File: src/rtl/lbt_pkg.sv
package lbt_pkg;
    localparam int AW      = 32;
    localparam int TAG_HI  = 31;
    localparam int TAG_LO  = 28;
    localparam int BLK_HI  = 27;
    localparam int BLK_LO  = 17;
    localparam int BLK_W   = BLK_HI - BLK_LO + 1;
    localparam int LEN_LO  = 2;
    localparam int LEN_HI  = LEN_LO + BLK_W - 1;
    localparam int SUP_BIT = 1;
    localparam int USR_BIT = 0;

    // permission bits {exec, write, read}
    typedef logic [2:0] perm_t;
    localparam perm_t PERM_R = 3'b001;
    localparam perm_t PERM_W = 3'b010;
    localparam perm_t PERM_X = 3'b100;

    typedef struct packed {
        logic          hit;
        perm_t         perm;
        logic [AW-1:0] raddr;
    } lookup_t;

    function automatic perm_t decode_pp(input logic [1:0] pp);
        case (pp)
            2'd0:    return 3'b000;
            2'd2:    return PERM_R | PERM_W | PERM_X;
            default: return PERM_R | PERM_X;
        endcase
    endfunction
endpackage

File: src/rtl/lbt_regfile.sv
module lbt_regfile #(
    parameter int NUM_ENT = 4,
    parameter int IDX_W   = $clog2(NUM_ENT)
) (
    input  logic                       clk,
    input  logic                       rst_n,
    input  logic                       wr_en,
    input  logic                       wr_fetch,
    input  logic [IDX_W-1:0]           wr_idx,
    input  logic                       wr_hi,
    input  logic [31:0]                wr_data,
    input  logic                       rd_fetch,
    output logic [NUM_ENT-1:0][31:0]   rd_upper,
    output logic [NUM_ENT-1:0][31:0]   rd_lower
);
    typedef struct packed {
        logic [1:0][NUM_ENT-1:0][31:0] up;
        logic [1:0][NUM_ENT-1:0][31:0] lo;
    } bank_t;

    bank_t bank_d, bank_q;

    always_comb begin
        bank_d = bank_q;
        if (wr_en && (32'(wr_idx) < NUM_ENT)) begin
            if (wr_hi) begin
                bank_d.up[wr_fetch][wr_idx] = wr_data;
            end else begin
                bank_d.lo[wr_fetch][wr_idx] = wr_data;
            end
        end
    end

    always_ff @(posedge clk) begin
        if (!rst_n) begin
            bank_q <= '0;
        end else begin
            bank_q <= bank_d;
        end
    end

    assign rd_upper = bank_q.up[rd_fetch];
    assign rd_lower = bank_q.lo[rd_fetch];
endmodule

File: src/rtl/lbt_entry_cmp.sv
module lbt_entry_cmp
    import lbt_pkg::*;
(
    input  logic [AW-1:0] upper,
    input  logic [AW-1:0] lower,
    input  logic [AW-1:0] addr,
    input  logic          user,
    output lookup_t       res
);
    logic [BLK_W-1:0] len_mask;
    logic             tag_eq;
    logic             blk_eq;
    logic             mode_ok;
    logic             unused_bits;

    assign len_mask    = upper[LEN_HI:LEN_LO];
    assign tag_eq      = (addr[TAG_HI:TAG_LO] == upper[TAG_HI:TAG_LO]);
    assign blk_eq      = ((addr[BLK_HI:BLK_LO] & ~len_mask) == upper[BLK_HI:BLK_LO]);
    assign mode_ok     = user ? upper[USR_BIT] : upper[SUP_BIT];
    assign unused_bits = ^{upper[BLK_LO-1:LEN_HI+1], lower[BLK_LO-1:2]};

    always_comb begin
        res.hit   = tag_eq & blk_eq & mode_ok;
        res.perm  = decode_pp(lower[1:0]);
        res.raddr = {lower[TAG_HI:TAG_LO],
                     (addr[BLK_HI:BLK_LO] & len_mask) | lower[BLK_HI:BLK_LO],
                     addr[BLK_LO-1:0]};
    end
endmodule

File: src/rtl/lbt_prio_sel.sv
module lbt_prio_sel
    import lbt_pkg::*;
#(
    parameter int NUM_ENT = 4
) (
    input  lookup_t [NUM_ENT-1:0] cand,
    output lookup_t               pick
);
    always_comb begin
        pick = '0;
        for (int i = NUM_ENT - 1; i >= 0; i--) begin
            if (cand[i].hit) begin
                pick = cand[i];
            end
        end
    end
endmodule

File: src/rtl/lbt_matcher.sv
module lbt_matcher
    import lbt_pkg::*;
#(
    parameter int NUM_ENT = 4,
    parameter int IDX_W   = $clog2(NUM_ENT)
) (
    input  logic             clk,
    input  logic             rst_n,
    input  logic             wr_en,
    input  logic             wr_fetch,
    input  logic [IDX_W-1:0] wr_idx,
    input  logic             wr_hi,
    input  logic [31:0]      wr_data,
    input  logic             req_valid,
    input  logic [31:0]      req_addr,
    input  logic             req_fetch,
    input  logic             req_store,
    input  logic             req_user,
    output logic             rsp_valid,
    output logic             rsp_hit,
    output logic             rsp_grant,
    output logic [2:0]       rsp_perm,
    output logic [31:0]      rsp_raddr
);
    typedef struct packed {
        logic    vld;
        logic    ok;
        lookup_t res;
    } rsp_t;

    logic [NUM_ENT-1:0][31:0] upper_w;
    logic [NUM_ENT-1:0][31:0] lower_w;
    lookup_t [NUM_ENT-1:0]    cand;
    lookup_t                  pick;
    perm_t                    need;
    rsp_t                     rsp_d, rsp_q;

    lbt_regfile #(.NUM_ENT(NUM_ENT), .IDX_W(IDX_W)) u_regs (
        .clk      (clk),
        .rst_n    (rst_n),
        .wr_en    (wr_en),
        .wr_fetch (wr_fetch),
        .wr_idx   (wr_idx),
        .wr_hi    (wr_hi),
        .wr_data  (wr_data),
        .rd_fetch (req_fetch),
        .rd_upper (upper_w),
        .rd_lower (lower_w)
    );

    for (genvar g = 0; g < NUM_ENT; g++) begin : g_ent
        lbt_entry_cmp u_cmp (
            .upper (upper_w[g]),
            .lower (lower_w[g]),
            .addr  (req_addr),
            .user  (req_user),
            .res   (cand[g])
        );
    end

    lbt_prio_sel #(.NUM_ENT(NUM_ENT)) u_prio (
        .cand (cand),
        .pick (pick)
    );

    always_comb begin
        need  = req_fetch ? PERM_X : (req_store ? PERM_W : PERM_R);
        rsp_d = '0;
        rsp_d.vld = req_valid;
        if (req_valid) begin
            rsp_d.res = pick;
            rsp_d.ok  = pick.hit & (|(pick.perm & need));
        end
    end

    always_ff @(posedge clk) begin
        if (!rst_n) begin
            rsp_q <= '0;
        end else begin
            rsp_q <= rsp_d;
        end
    end

    assign rsp_valid = rsp_q.vld;
    assign rsp_hit   = rsp_q.res.hit;
    assign rsp_grant = rsp_q.ok;
    assign rsp_perm  = rsp_q.res.perm;
    assign rsp_raddr = rsp_q.res.raddr;
endmodule

File: config.mk
export PLATFORM = sky130hd
export DESIGN_NAME = lbt_matcher
export DESIGN_NICKNAME = d
export VERILOG_FILES = /design/src/rtl/lbt_pkg.sv /design/src/rtl/lbt_regfile.sv /design/src/rtl/lbt_entry_cmp.sv /design/src/rtl/lbt_prio_sel.sv /design/src/rtl/lbt_matcher.sv
export SDC_FILE = /design/constraint.sdc
export NUM_CORES = 1
export LEC_CHECK = 0
export BUFFER_PORTS_ARGS = -buffer_cell sky130_fd_sc_hd__buf_2
export CAP_MARGIN = 40
export CORE_MARGIN = 2
export CORE_UTILIZATION = 45
export CTS_BUF_LIST = sky130_fd_sc_hd__clkbuf_4 sky130_fd_sc_hd__clkbuf_8
export CTS_CLUSTER_SIZE = 40
export DETAILED_ROUTE_END_ITERATION = 16
export PLACE_DENSITY_LB_ADDON = 0.12
export SYNTH_ARGS = -nofsm -noshare
export SYNTH_HDL_FRONTEND = slang
export SYNTH_SLANG_ARGS = --single-unit
File: constraint.sdc
create_clock -name clk -period 2.21 [get_ports clk]
set_input_delay 0.442 -clock clk [delete_from_list [all_inputs] [get_ports clk]]
set_output_delay 0.442 -clock clk [all_outputs]
set_load 0.005 [all_outputs]
; ---- After elaboration in Yosys (flattened, before gate mapping)
; Cells that the tools add are included.
[word_totals]
ff_bits = 550
in_bits = 75
elab_cells = 99
output_inout_bits = 38
[classes]
magnitude_cmp = 5
n_eq_ne = 12
mux = 24
bitwise = 27
n_reduce_logical = 10
[ops]
columns = op, n
row1 = $mux W128, 5
row2 = $bwmux W256, 2
row3 = $mux W36, 4
row4 = $demux W128 S1, 1
row5 = $and A11 B11 Y11, 8
row6 = $demux W32 S2, 1
row7 = $eq A11 B11 Y1, 4
row8 = $not A11 Y11, 4
row9 = $or A11 B11 Y11, 4
row10 = $mux W32, 1
row11 = $pmux W3 S2, 4
row12 = $eq A4 B4 Y1, 4
row13 = $and A1 B1 Y1, 9
row14 = $eq A2 B2 Y1 const B, 4
row15 = $logic_not A2 Y1, 4
row16 = $reduce_and A2 Y1, 3
row17 = $lt A1 B2 Y1 const B, 2
row18 = $mux W1, 4
row19 = $and A3 B3 Y3, 1
row20 = $lt A2 B3 Y1 const B, 1
row21 = $mux W3, 1
row22 = $reduce_or A3 Y1, 1
row23 = $ge A2 B1 Y1 const B, 1
row24 = $logic_and A1 B1 Y1, 2
row25 = 3 further kinds, 3

; ---- Logic depth before layout (Yosys ltp)
; Gate-level depths: netlist of the first run.
[depth]
ltp_word = 14
mapped_depth = 12
mapped_depth_nobuf = 9

; ---- Cells and area by module
; A second synthesis of the first run with hierarchy kept.
[hier_totals]
cells_unflattened = 2509
area_unflattened_um2 = 25602.1
[modules_own_cells]
columns = module, seq_area_each_um2, instances, area_each_um2, cells_each
row1 = lbt_regfile, 10249.8, 1, 21174.1, 2022
row2 = lbt_entry_cmp, 0.0, 4, 535.5, 68
row3 = lbt_prio_sel, 0.0, 1, 1203.7, 131
row4 = lbt_matcher, 760.7, 1, 1082.3, 84

; ---- Least setup slack after synthesis of the first run
; No wires, ideal clock.
[synth_path]
path_kind = input-to-reg
from = input port req_fetch
to = register rsp_q (netlist bit rsp_raddr[0])
cell_stages = 9
n_path_buf = 2
required_time_ns = 2.094
setup_slack_ns = -0.156
arrival_ns = 2.250
setup_time_ns = 0.116
cell_sequence = buf_6 -> mux4_2 -> o221ai_1 -> nor3_1 -> o21ai_1 -> nand2_2 -> o31ai_4 -> buf_2 -> nor2_1
[synth_via]
elab_chain_len = 11
word_cells_on_any_way = 34
classes_between = 8 x eq/ne / 10 x mux / 16 x bitwise
[synth_lines]
columns = item, line
row1 = from (decl), lbt_matcher.sv:16  ; input logic req_fetch,
row2 = $mux W128 (not written as such) * (2 in a row), lbt_regfile.sv:42  ; assign rd_upper = bank_q.up[rd_fetch];
row3 = $not A11 Y11, lbt_entry_cmp.sv:18  ; assign blk_eq = ((addr[BLK_HI:BLK_LO] & ~len_mask) == upper[BLK_HI:BLK_LO]);
row4 = $and A11 B11 Y11, lbt_entry_cmp.sv:18
row5 = $eq A11 B11 Y1, lbt_entry_cmp.sv:18
row6 = $and A1 B1 Y1 (2 in a row), lbt_entry_cmp.sv:23  ; res.hit = tag_eq & blk_eq & mode_ok;
row7 = $mux W36 (3 in a row), lbt_prio_sel.sv:12  ; if (cand[i].hit) begin
row8 = $mux W36 *, lbt_prio_sel.sv:12
row9 = to (signal assigned), lbt_matcher.sv:80  ; rsp_q <= rsp_d;
row10 = to (decl), lbt_matcher.sv:36  ; rsp_t rsp_d, rsp_q;
; Every way passes the cells marked *; elsewhere a longest branch is shown, timed or not. The select of a mux whose other input is x is not followed.
; A chain may end at the register's enable or synchronous reset.

; ---- Final worst setup path of the first run
[layout_path]
from = register u_regs.bank_q[456] (netlist bit)
to = register rsp_q (netlist bit rsp_raddr[13])
[layout_via]
elab_chain_len = 10
[layout_lines]
columns = item, line
row1 = from (decl), lbt_regfile.sv:21  ; bank_t bank_d, bank_q;
row2 = from (signal assigned), lbt_regfile.sv:38  ; bank_q <= bank_d;
row3 = $mux W128 (not written as such) (2 in a row), lbt_regfile.sv:42
row4 = $not A11 Y11, lbt_entry_cmp.sv:18
row5 = $and A11 B11 Y11, lbt_entry_cmp.sv:18
row6 = $eq A11 B11 Y1, lbt_entry_cmp.sv:18
row7 = $and A1 B1 Y1 (2 in a row), lbt_entry_cmp.sv:23
row8 = $mux W36 (3 in a row), lbt_prio_sel.sv:12
; Every way passes these cells. The select of a mux whose other input is x is not followed.

==> results of run 1 <==
sequential cells by signal, indices dropped and copies added, names as in the netlist:
signal,count
rsp_valid,1
rsp_raddr,32
rsp_grant,1
u_regs.bank_q,360
rsp_perm,2
rsp_hit,1
routing by layer:
layer | vias up | share of wire (%)
li1 | 8080 | -
met1 | 8213 | 43
met2 | 694 | 45
met3 | 166 | 7.0
met4 | 0 | 4.5
met5 | - | 0
worst paths after layout:
check | endpoint | slack [ns] | depth (start not counted)
worst max register to register | rsp_raddr[13] | -0.22 | 11
worst min register to register | u_regs.bank_q[209] | 0.46 | 2
worst min-delay path | rsp_raddr[6] | 0.04 | 3
worst max-delay path | rsp_raddr[13] | -0.22 | 11
layout make-up:
class                   count  area (µm²)  area share [%]
clock buffers             109        1360            5.99
well taps                 525         657            2.90
inverters                  32         129           0.569
multi-input cells        1680        9870            43.6
clock inverters             5        56.3           0.249
repair buffers            328        2620            11.5
flip-flops and latches    397        7960            35.2
through the flow:
stage	setup TNS [ns]	util (%)	total power, µW	hold WS [ns]	area (µm²)
floorplan	-0.955	-	8170	0.440	18300
global placement	-28.93	51.6	8780	0.448	20500
detailed placement	-30.46	51.6	8790	0.458	20500
CTS	-5.98	56.2	15800	0.000409	22400
global route	-6.89	56.9	16200	0.0123	22600
finish	-4.70	56.9	15700	0.0437	22600
placed cells by master (no fill, tap or decap), types with 18 or more instances in the layout:
cell / synthesis / layout
sky130_fd_sc_hd__nor2b_1: 53 / 49
sky130_fd_sc_hd__buf_4: 2 / 180
sky130_fd_sc_hd__nor2_1: 48 / 19
sky130_fd_sc_hd__a21oi_1: 110 / 97
sky130_fd_sc_hd__nand2_1: 733 / 731
sky130_fd_sc_hd__a21boi_0: 361 / 361
sky130_fd_sc_hd__nor2_2: 0 / 23
sky130_fd_sc_hd__clkbuf_8: 0 / 87
sky130_fd_sc_hd__buf_2: 16 / 106
sky130_fd_sc_hd__o21ai_0: 44 / 42
sky130_fd_sc_hd__a211oi_1: 45 / 45
sky130_fd_sc_hd__buf_12: 0 / 28
sky130_fd_sc_hd__xnor2_1: 62 / 57
sky130_fd_sc_hd__inv_1: 30 / 29
sky130_fd_sc_hd__clkbuf_4: 0 / 23
sky130_fd_sc_hd__dfxtp_1: 397 / 389
sky130_fd_sc_hd__mux2i_1: 21 / 20
sky130_fd_sc_hd__nand4_1: 18 / 18
power breakdown:
part           switching, µW  internal, µW
logic                    893           530
registers               55.8          7240
clock network           3040          3980
total                   3980         11800
cells by family (layout without fill, tap and decap cells):
logic type,Yosys count,after routing
and+or+nand+nor,954,954
AOI/OAI and AO/OA,613,613
DFF,397,397
buffers and inverters,233,474
xor gates and xnor gates,77,77
muxes,36,36
critical path, cell delays in order (launching register included):
cell and delay, ns:
sky130_fd_sc_hd__dfxtp_1 0.34, sky130_fd_sc_hd__nor2b_1 0.19, sky130_fd_sc_hd__xnor2_1 0.14, sky130_fd_sc_hd__nand4_1 0.24
sky130_fd_sc_hd__a2111oi_4 0.40, sky130_fd_sc_hd__o21ai_4 0.16, sky130_fd_sc_hd__or2_4 0.31, sky130_fd_sc_hd__nand2_8 0.10
sky130_fd_sc_hd__o31ai_4 0.09, sky130_fd_sc_hd__buf_12 0.15, sky130_fd_sc_hd__buf_12 0.13, sky130_fd_sc_hd__nor2_4 0.10
timing repair:
item / in CTS / in global routing
hold buffers: 3 / 0
endpoints found under the hold margin: 3 / 0
pin swaps: 18 / 20
setup endpoints to repair: 36 / 36
buffers inserted: 5 / 4
cloned: 4 / 0
gates resized for setup: 61 / 65
synthesized netlist by cell type (3+ instances only):
cell                       number  area, µm²
sky130_fd_sc_hd__or2_2          4       25.0
sky130_fd_sc_hd__clkbuf_1     165        619
sky130_fd_sc_hd__o21ai_0       44        220
sky130_fd_sc_hd__o311ai_0       3       26.3
sky130_fd_sc_hd__nor4_1         7       43.8
sky130_fd_sc_hd__nand4_1       18        113
sky130_fd_sc_hd__a221o_1        4       40.0
sky130_fd_sc_hd__or3_1         11       68.8
sky130_fd_sc_hd__inv_1         30        113
sky130_fd_sc_hd__nor2b_1       53        332
sky130_fd_sc_hd__a21boi_0     361       2710
sky130_fd_sc_hd__xnor2_1       62        543
sky130_fd_sc_hd__clkbuf_2       6       30.0
sky130_fd_sc_hd__a211o_1       11       96.3
sky130_fd_sc_hd__mux2i_1       21        210
sky130_fd_sc_hd__a21oi_1      110        551
sky130_fd_sc_hd__dfxtp_1      397       7950
sky130_fd_sc_hd__a211oi_1      45        338
sky130_fd_sc_hd__xor2_1        15        131
sky130_fd_sc_hd__o31ai_1       12       90.1
sky130_fd_sc_hd__buf_6          4       45.0
sky130_fd_sc_hd__a31oi_1        3       18.8
sky130_fd_sc_hd__nand3_1       16       80.1
sky130_fd_sc_hd__o211ai_1       4       30.0
sky130_fd_sc_hd__buf_1          8       30.0
sky130_fd_sc_hd__buf_2         16       80.1
sky130_fd_sc_hd__nor2_1        48        180
sky130_fd_sc_hd__nand2_1      733       2750
sky130_fd_sc_hd__nand2b_1      18        113
sky130_fd_sc_hd__mux2_2        14        158
sky130_fd_sc_hd__nor3b_1       11       82.6
sky130_fd_sc_hd__nor3_1        25        125
==> metrics.txt, run 1 <==
status=finished with violations; violations in the final reports=setup timing; initial core utilization=45.7%; router iterations before antenna repair=9; x dimension of the die=205 µm; fraction of layout cells with a size suffix above 1=22.2%; cell count after synthesis=roughly 2,300; Max IR drop VDD=approximately 0.55 mV; number of nets with antenna violations after detailed routing=0; sum of overflow across all layers after global routing=0; # port buffers=108; half-perimeter wire length of the detailed placement result=44.9 mm; number of H-tree levels=3; Mapped Nets=2,385; count of nets after finishing=2,585; number of ports placed on the die boundary=113; via count of the first global-routing pass=16,300; drt first-iter violations=1,612; CTS Root Cell=sky130_fd_sc_hd__clkbuf_8; Post-Syn Area per Cell=7.89 µm²; routing usage on met2=between 50% and 60%; Cell Pwr Density=695 nW/µm²; CP Max Fanout=4; final count of negative-setup-slack endpoints=36; Std-Cell Rows=73; number of enable flip-flop cells after synthesis=0; Synth Area in Simple Gates=21.9%; Critical Setup Path Class=flip-flop to flip-flop; global-route met3 utilization=under 10%; area of the die=42,100 µm²; critical path arrival=about 3.0 ns; antenna diode instance count=0; classification of the worst-slack hold path=input port to flip-flop; average wire per standard cell=about 22 µm; top flip-flop cell by instance count after synthesis=sky130_fd_sc_hd__dfxtp_1; TritonCTS clock tree=yes; pin slew with the least headroom to its limit=0.975 ns; Leakage=0.00803 µW; fraction of registers with async set or reset after synthesis=0%; warning count from the yosys run=0; Sinks on Clock Net=397; number of clock buffers inserted by TritonCTS=slightly above 70; initial antenna violation count=2; final routed DRC violation total=0; count of max-cap constraint violations=0; post-synthesis sequential element count=397; synthesized-area fraction occupied by ao, oa, aoi and oai cells=between 20% and 30%; relative slew slack=a little over a third; maximum operating frequency=0.412 GHz; number of max-slew violations in the final report=0; fraction of synthesized area in multiplexers=~2.1%; first-pass GRT wire length=101 mm; ratio of final minimum period to clock period=110%; Worst Slack Setup Final=-0.216 ns; overall routed net length=68.0 mm; Post-Place Setup Slack=-0.922 ns; gpl congestion=0.916; clock skew=0.0321 ns; insertion delay to the later sink of the worst-skew pair=0.64 ns; Die Ht=roughly 210 µm; part of the Yosys area used for sequential elements=a little over two fifths; Fillers=roughly 3,600; total number of vias=about 17,000; final instance count without filler cells=3,076; overall routing resource usage=32.2%; Critical Path End Type=flip-flop; area share of fa/ha/maj cells after synthesis=0%; fraction of synthesized cell area in xor and xnor cells=about 3.7%; source of the critical timing path=u_regs.bank_q[456]; Most Crowded Layer GR=met2; critical path data required time=roughly 2.8 ns; final number of hold-violating endpoints=0; Placed Cells=2,950; start point of the worst min-delay path=req_addr[6]; clock buffer depth=3; RSZ-0062 raised after global routing=yes; clock transition at the registers of the reported paths=~0.06 ns; area inside the core boundary=39,800 µm²; kind of start point of the critical path=flip-flop; Vias/cell=5.58; maximum number of pins on one net before global-route repair=223; library cells used by synthesis=56; largest family of logic cells by synthesized area=compound AO/OA/AOI/OAI gates; R2R Path Start=u_regs.bank_q[456]; met1 capacity usage during global routing=43.8%; minimum period implied by the final worst setup slack=about 2.4 ns; area of the mapped netlist=18,200 µm²; area growth from synthesis to layout=24.3%
(Power assumes the default switching activity.)
==> run 2, diff against run 1 <==
--- a/config.mk
+++ b/config.mk
@@ -13,6 +13,7 @@
 export CTS_CLUSTER_SIZE = 40
 export DETAILED_ROUTE_END_ITERATION = 16
 export PLACE_DENSITY_LB_ADDON = 0.12
+export SKIP_LAST_GASP = 1
 export SYNTH_ARGS = -nofsm -noshare
 export SYNTH_HDL_FRONTEND = slang
 export SYNTH_SLANG_ARGS = --single-unit
==> run 2 against run 1 <==
Compared with the run above:
- the run still ends with setup timing left
- utilization fell by 0.23 points
- register-to-register slack barely moved
- sequential power barely moved
- cell count did not move
- via count fell by 0.48%
- routed wire length fell by 0.21%
- power fell by 0.15%
- non-clock buffer count did not move
- count of clock-buffer cells in the layout did not move
- flip-flop and latch count did not move
- worst hold slack got worse by 0.0051 ns
- die area did not move
==> metrics.txt, run 2 (synthesis results as in run 1) <==
Leakage=0.00801 µW (-0.29%); largest stage delay on the critical path=0.34 ns (-0.06 ns); sum of overflow across all layers after global routing=0 (unchanged); Vias/cell=5.55 (-0.48%); ratio of final minimum period to clock period=109% (-0.58 points); average wire per standard cell=22.1 µm (-0.21%); final routed DRC violation total=0 (unchanged); cell-by-cell listing of the critical path=nand2b_4 > xnor2_4 > nor4_4 > a2bb2oi_2 > o311ai_2 > buf_4 > or2_4 > buf_6 > nand3_2 > a311o_1 > a21oi_1; Cell Pwr Density=697 nW/µm² (+0.25%); maximum number of pins on one net before global-route repair=223 (unchanged); initial core utilization=45.7% (unchanged); RSZ-0062 raised after global routing=yes; WHS=0.0386 ns (-0.00512 ns); placement-stage cell area=20,500 µm² (unchanged); Critical Setup Path Class=flip-flop to flip-flop; area of all placed cells without fillers=22,600 µm² (-0.40%); # port buffers=108 (unchanged); sequential cell area in the final layout=7960 µm² (about the same); status=finished with violations; first-pass GRT wire length=101 mm (about the same); top cell family by delay on the critical path=simple AND/OR/NAND/NOR gates; relative slew slack=35.2% (+0.19 points); gpl congestion=0.916 (unchanged); classification of the worst-slack hold path=input port to flip-flop; Die Ht=205 µm (unchanged); max reg flops=360 (unchanged); antenna diode instance count=0 (unchanged); library cell contributing the largest single delay on the critical path=sky130_fd_sc_hd__nor4_4; clock buffer depth=3 (unchanged); overall routed net length=67.9 mm (-0.21%); count of nets after finishing=2,585 (unchanged); highest-count cells in the layout ignoring fill and taps=sky130_fd_sc_hd__nand2_1 (731), sky130_fd_sc_hd__dfxtp_1 (391), sky130_fd_sc_hd__a21boi_0 (361), sky130_fd_sc_hd__buf_4 (181), sky130_fd_sc_hd__buf_2 (106); total number of vias=17,100 (-0.48%); half-perimeter wire length of the detailed placement result=44.9 mm (unchanged); fraction of layout cells with a size suffix above 1=21.2% (-0.94 points); met1 wire length=29.5 mm (+0.40%); WP buf/inv=2 (unchanged); CP Max Fanout=5 (+1); maximum operating frequency=0.414 GHz (+0.53%); x dimension of the die=205 µm (unchanged); number of max-slew violations in the final report=0 (unchanged); commonest non-fill, non-tap cell in the layout=sky130_fd_sc_hd__nand2_1; drt first-iter violations=1,571 (-2.5%); TritonCTS clock tree=yes; Worst Slack Setup Final=-0.203 ns (+0.0129 ns); area used by multi-input combinational logic=9790 µm² (-0.82%); Max IR drop VDD=0.553 mV (+0.17%); number of H-tree levels=3 (unchanged); Biggest register=u_regs.bank_q; number of ports placed on the die boundary=113 (unchanged); number of clock buffers inserted by TritonCTS=71 (unchanged); clock transition at the registers of the reported paths=0.06 ns (about the same); overall routing resource usage=32.2% (about the same); CTS Root Cell=sky130_fd_sc_hd__clkbuf_8; minimum period implied by the final worst setup slack=2.41 ns (-0.0129 ns); amount of wire on met2 after detailed routing=30.8 mm (about the same); router iterations before antenna repair=6 (-3); final number of hold-violating endpoints=0 (unchanged); Top Metal Used=met4; count of max-cap constraint violations=0 (unchanged); critical path arrival=2.91 ns (-0.07 ns); insertion delay to the later sink of the worst-skew pair=0.64 ns (about the same); critical path data required time=2.70 ns (-0.07 ns); area inside the core boundary=39,800 µm² (unchanged); Sinks on Clock Net=397 (unchanged); clock skew=0.0270 ns (-0.00511 ns); violations in the final reports=setup timing; kind of start point of the critical path=flip-flop; initial antenna violation count=2 (unchanged); number of nets with antenna violations after detailed routing=0 (unchanged); via count of the first global-routing pass=16,300 (-0.055%); Std-Cell Rows=73 (unchanged); length of routed met3 wiring=4.49 mm (-5.4%); area of the die=42,100 µm² (unchanged); post-route setup TNS=-4.79 ns (-0.0901 ns); pin slew with the least headroom to its limit=0.972 ns (-0.00290 ns); Fillers=3,654 (+0.16%); area growth from synthesis to layout=23.8%; Critical Path End Type=flip-flop; final count of negative-setup-slack endpoints=36 (unchanged)
## run 2: worst paths after layout
kind	from	to	slack, ns	cells after the start
worst max-delay path	u_regs.bank_q[458]	rsp_perm[0]	-0.20	11
worst min-delay path	req_addr[10]	rsp_raddr[10]	0.04	3
worst max register to register	u_regs.bank_q[458]	rsp_perm[0]	-0.20	11
worst min register to register	u_regs.bank_q[209]	u_regs.bank_q[209]	0.46	2
## run 2: metal layers
metal	vias up	global-route usage (%)
li1	8079	-
met3	166	4.89
met4	0	14.0
met5	-	0
met1	8209	43.8
met2	617	50.8
## run 2: report_power, final
| part | internal, µW | switching [µW] |
|---|---|---|
| Combinational | 526 | 888 |
| Sequential | 7250 | 55.6 |
| Clock | 3980 | 3020 |
## run 2: layout make-up
| type | instances | share of cell area, % |
|---|---|---|
| multi-input combinational | 1680 | 43.4 |
| timing repair buffer | 328 | 11.6 |
| clock buffer | 109 | 6.01 |
| inverter | 32 | 0.571 |
| clock inverter | 5 | 0.250 |
| tap | 525 | 2.91 |
| sequential | 397 | 35.3 |
## run 2: tightest hold or removal path: cells and delay by family
| family | cells | cell delay, ns |
|---|---|---|
| buffers and inverters | 2 | 0.13 |
| and+or+nand+nor | 1 | 0.03 |
## run 2: what timing repair did
| action | CTS | global route |
|---|---|---|
| gates resized for setup | 55 | 44 |
| endpoints found under the setup margin | 36 | 36 |
| endpoints found under the hold margin | 3 | 0 |
| cloned | 4 | 0 |
| hold buffers | 3 | 0 |
| buffers inserted | 5 | 4 |
| pin swaps | 17 | 22 |
## run 2: through the flow
stage                     setup WS, ns  total power (µW)  cells  util (%)
after CTS                       -0.237             15800   3075      56.2
after detailed placement        -0.922              8790   2950      51.6
after floorplan                -0.0883              8170   2310         -
after global routing            -0.280             16200   3076      56.6
final                           -0.203             15700   3076      56.6
after global placement          -0.967              8780   2950      51.6
==> run 3, diff against run 2 <==
--- a/config.mk
+++ b/config.mk
@@ -5,6 +5,7 @@
 export SDC_FILE = /design/constraint.sdc
 export NUM_CORES = 1
 export LEC_CHECK = 0
+export ABC_AREA = 1
 export BUFFER_PORTS_ARGS = -buffer_cell sky130_fd_sc_hd__buf_2
 export CAP_MARGIN = 40
 export CORE_MARGIN = 2
@@ -16,4 +17,5 @@
 export SKIP_LAST_GASP = 1
 export SYNTH_ARGS = -nofsm -noshare
 export SYNTH_HDL_FRONTEND = slang
+export SYNTH_HIERARCHICAL = 1
 export SYNTH_SLANG_ARGS = --single-unit
==> run 3 against run 2 <==
Compared with the run above:
- the run still ends with setup timing left
- register-to-register slack improved by 0.17 ns
- non-clock buffer count is 5 higher
- cell count is 32% higher
- utilization is 2.8 points lower
- first-iteration DRC count grew 2.3%
- critical endpoint is now rsp_raddr[5]
==> metrics.txt, run 3 <==
Sinks on Clock Net=398 (+0.25%); critical path arrival=2.80 ns (-0.11 ns); number of clock buffers inserted by TritonCTS=75 (+5.6%); Cell Pwr Density=657 nW/µm² (-5.7%); max reg flops=360 (unchanged); reg2reg end=rsp_raddr[5]; RSZ-0062 raised after global routing=yes; warning count from the yosys run=6 (+6); gpl congestion=0.850 (-7.2%); first-pass GRT wire length=107 mm (+6.1%); number of max-slew violations in the final report=0 (unchanged); hold bufs inserted after CTS=0 (-3); clock skew=0.0356 ns (+0.00862 ns); R2R Path Start=u_regs/bank_q[484]; classification of the worst-slack hold path=input port to flip-flop; commonest non-fill, non-tap cell in the layout=sky130_fd_sc_hd__nand2_1; Leakage=0.0120 µW (+50%); insertion delay to the later sink of the worst-skew pair=0.66 ns (+0.02 ns); Biggest register=u_regs/bank_q; clock buffer depth=3 (unchanged); ratio of final minimum period to clock period=101% (-7.7 points); average wire per standard cell=17.6 µm (-20%); count of max-cap constraint violations=0 (unchanged); Std-Cell Rows=80 (+9.6%); final number of hold-violating endpoints=0 (unchanged); # port buffers=108 (unchanged); overall routed net length=71.2 mm (+4.9%); overall power=16,800 µW (+7.2%); number of nets with antenna violations after detailed routing=0 (unchanged); placement-stage cell area=23,000 µm² (+12%); cell count after synthesis=3,319 (+44%); critical path data required time=2.76 ns (+0.06 ns); number of ports placed on the die boundary=113 (unchanged); Max IR drop VDD=0.417 mV (-25%); half-perimeter wire length of the detailed placement result=45.3 mm (+0.95%); x dimension of the die=223 µm (+8.9%); relative slew slack=51.0% (+16 points); pin slew with the least headroom to its limit=0.734 ns (-0.238 ns); Critical Path End Type=flip-flop; area of all placed cells without fillers=25,600 µm² (+14%); area growth from synthesis to layout=18.3%; antenna diode instance count=0 (unchanged); worst setup slack for register-to-register paths=-0.03 ns (+0.17 ns); drt first-iter violations=1,607 (+2.3%); Mapped Nets=3,394 (+42%); final count of negative-setup-slack endpoints=9 (-75%); Critical Setup Path Class=flip-flop to flip-flop; Post-Syn Area per Cell=6.53 µm² (-17%); count of nets after finishing=3,454 (+34%); fraction of layout cells with a size suffix above 1=24.4% (+3.2 points); area inside the core boundary=47,600 µm² (+20%); Worst Slack Setup Final=-0.0316 ns (+0.171 ns); final routed DRC violation total=0 (unchanged); maximum operating frequency=0.446 GHz (+7.6%); total number of vias=20,500 (+20%); area of the die=49,900 µm² (+19%); CTS Root Cell=sky130_fd_sc_hd__clkbuf_8; clock transition at the registers of the reported paths=0.06 ns (about the same); Vias/cell=5.05 (-8.9%); TritonCTS clock tree=yes; source of the critical timing path=u_regs/bank_q[484]; area of the mapped netlist=21,700 µm² (+19%); router iterations before antenna repair=6 (unchanged); initial core utilization=45.5% (-0.29 points); highest-count cells in the layout ignoring fill and taps=sky130_fd_sc_hd__nand2_1 (874), sky130_fd_sc_hd__nor2_1 (764), sky130_fd_sc_hd__dfxtp_1 (388), sky130_fd_sc_hd__inv_1 (221), sky130_fd_sc_hd__buf_4 (167); CP Max Fanout=7 (+2); number of H-tree levels=3 (unchanged); Die Ht=223 µm (+8.9%); kind of start point of the critical path=flip-flop; status=finished with violations; sum of overflow across all layers after global routing=0 (unchanged); capture point of the critical path=rsp_raddr[5]; initial antenna violation count=2 (unchanged); minimum period implied by the final worst setup slack=2.24 ns (-0.171 ns); violations in the final reports=setup timing; maximum number of pins on one net before global-route repair=87 (-61%); overall routing resource usage=27.7% (-4.5 points); Fillers=4,697 (+29%); cells on worst reg2reg path=15 (+4); Post-Place Setup Slack=-0.997 ns (-0.0745 ns); via count of the first global-routing pass=18,600 (+14%)
## run 3: cell types whose count changed in the layout (fill, tap and decap cells not counted), moves of 51 or more
| cell | change |
|---|---|
| sky130_fd_sc_hd__nand2_1 | +143 |
| sky130_fd_sc_hd__nor2b_1 | -51 |
| sky130_fd_sc_hd__xnor2_1 | -59 |
| sky130_fd_sc_hd__nor2_2 | +70 |
| sky130_fd_sc_hd__nor2_1 | +732 |
| sky130_fd_sc_hd__a21boi_0 | -361 |
| sky130_fd_sc_hd__inv_1 | +192 |
| sky130_fd_sc_hd__nand3_1 | +147 |
| sky130_fd_sc_hd__mux2_2 | +119 |
## run 3: routing by layer
layer	global-route usage, %	vias to the layer above	wire length [µm]
met3	5.24	130	5120
met2	44.0	689	31700
met5	0	-	8
li1	-	10200	-
met1	37.4	9485	32100
met4	10.2	2	2350
## run 3: worst min path at each step
stage                  startpoint            endpoint  slack [ns]  cells past startpoint
4_1_cts               wr_data[20]  u_regs/bank_q[276]        0.01                      3
6_report              wr_data[20]  u_regs/bank_q[276]        0.05                      3
5_1_grt               wr_data[18]  u_regs/bank_q[402]        0.07                      3
3_3_place_gp   u_regs/bank_q[501]  u_regs/bank_q[501]        0.46                      2
3_5_place_dp   u_regs/bank_q[187]  u_regs/bank_q[187]        0.47                      2
2_1_floorplan  u_regs/bank_q[161]  u_regs/bank_q[161]        0.45                      2
## run 3: area by class of cell
cell class	count	area, µm²	share of cell area [%]
Multi-Input combinational cell	2320	11300	44.2
Tap cell	615	769	3.00
Inverter	250	972	3.79
Clock buffer	130	1580	6.18
Clock inverter	4	25.0	0.0977
Sequential cell	398	7980	31.1
Timing Repair Buffer	333	2970	11.6
Timing Repair inverter	1	6.26	0.0244
## run 3: stage by stage
step / utilization, % / setup TNS, ns / hold WS [ns] / instances
3_5_place_dp: 48.2 / -33.05 / 0.466 / 3881
6_report: 53.8 / -0.166 / 0.0466 / 4051
3_3_place_gp: 48.2 / -31.60 / 0.455 / 3881
2_1_floorplan: - / -4.64 / 0.446 / 3319
5_1_grt: 53.8 / -2.79 / 0.0714 / 4051
4_1_cts: 52.2 / -0.179 / 0.0112 / 4028
## run 3: what timing repair did
action / in CTS / in global routing
pin swaps: 16 / 58
buffers inserted: 11 / 17
endpoints found under the hold margin: 0 / 0
endpoints found under the setup margin: 37 / 36
gates resized for setup: 52 / 123
cloned: 3 / 10
## run 3: report_power, final
part | switching, µW | internal (µW) | total, µW
sequential | 67.3 | 7320 | 7390
clock | 3220 | 4460 | 7690
combinational | 1150 | 617 | 1770
## run 3: critical path, stage by stage, from the launching register on
cell	delay, ns
sky130_fd_sc_hd__dfxtp_1	0.31
sky130_fd_sc_hd__mux2_2	0.29
sky130_fd_sc_hd__o21ai_2	0.14
sky130_fd_sc_hd__nand2_1	0.07
sky130_fd_sc_hd__nor2_2	0.12
sky130_fd_sc_hd__buf_6	0.14
sky130_fd_sc_hd__nand3_4	0.10
sky130_fd_sc_hd__nor2_4	0.24
sky130_fd_sc_hd__buf_12	0.19
sky130_fd_sc_hd__clkbuf_16	0.15
sky130_fd_sc_hd__nand3_2	0.07
sky130_fd_sc_hd__nand2_1	0.08
sky130_fd_sc_hd__nand2_1	0.05
sky130_fd_sc_hd__nand2_1	0.05
sky130_fd_sc_hd__inv_1	0.04
sky130_fd_sc_hd__nor2_2	0.08
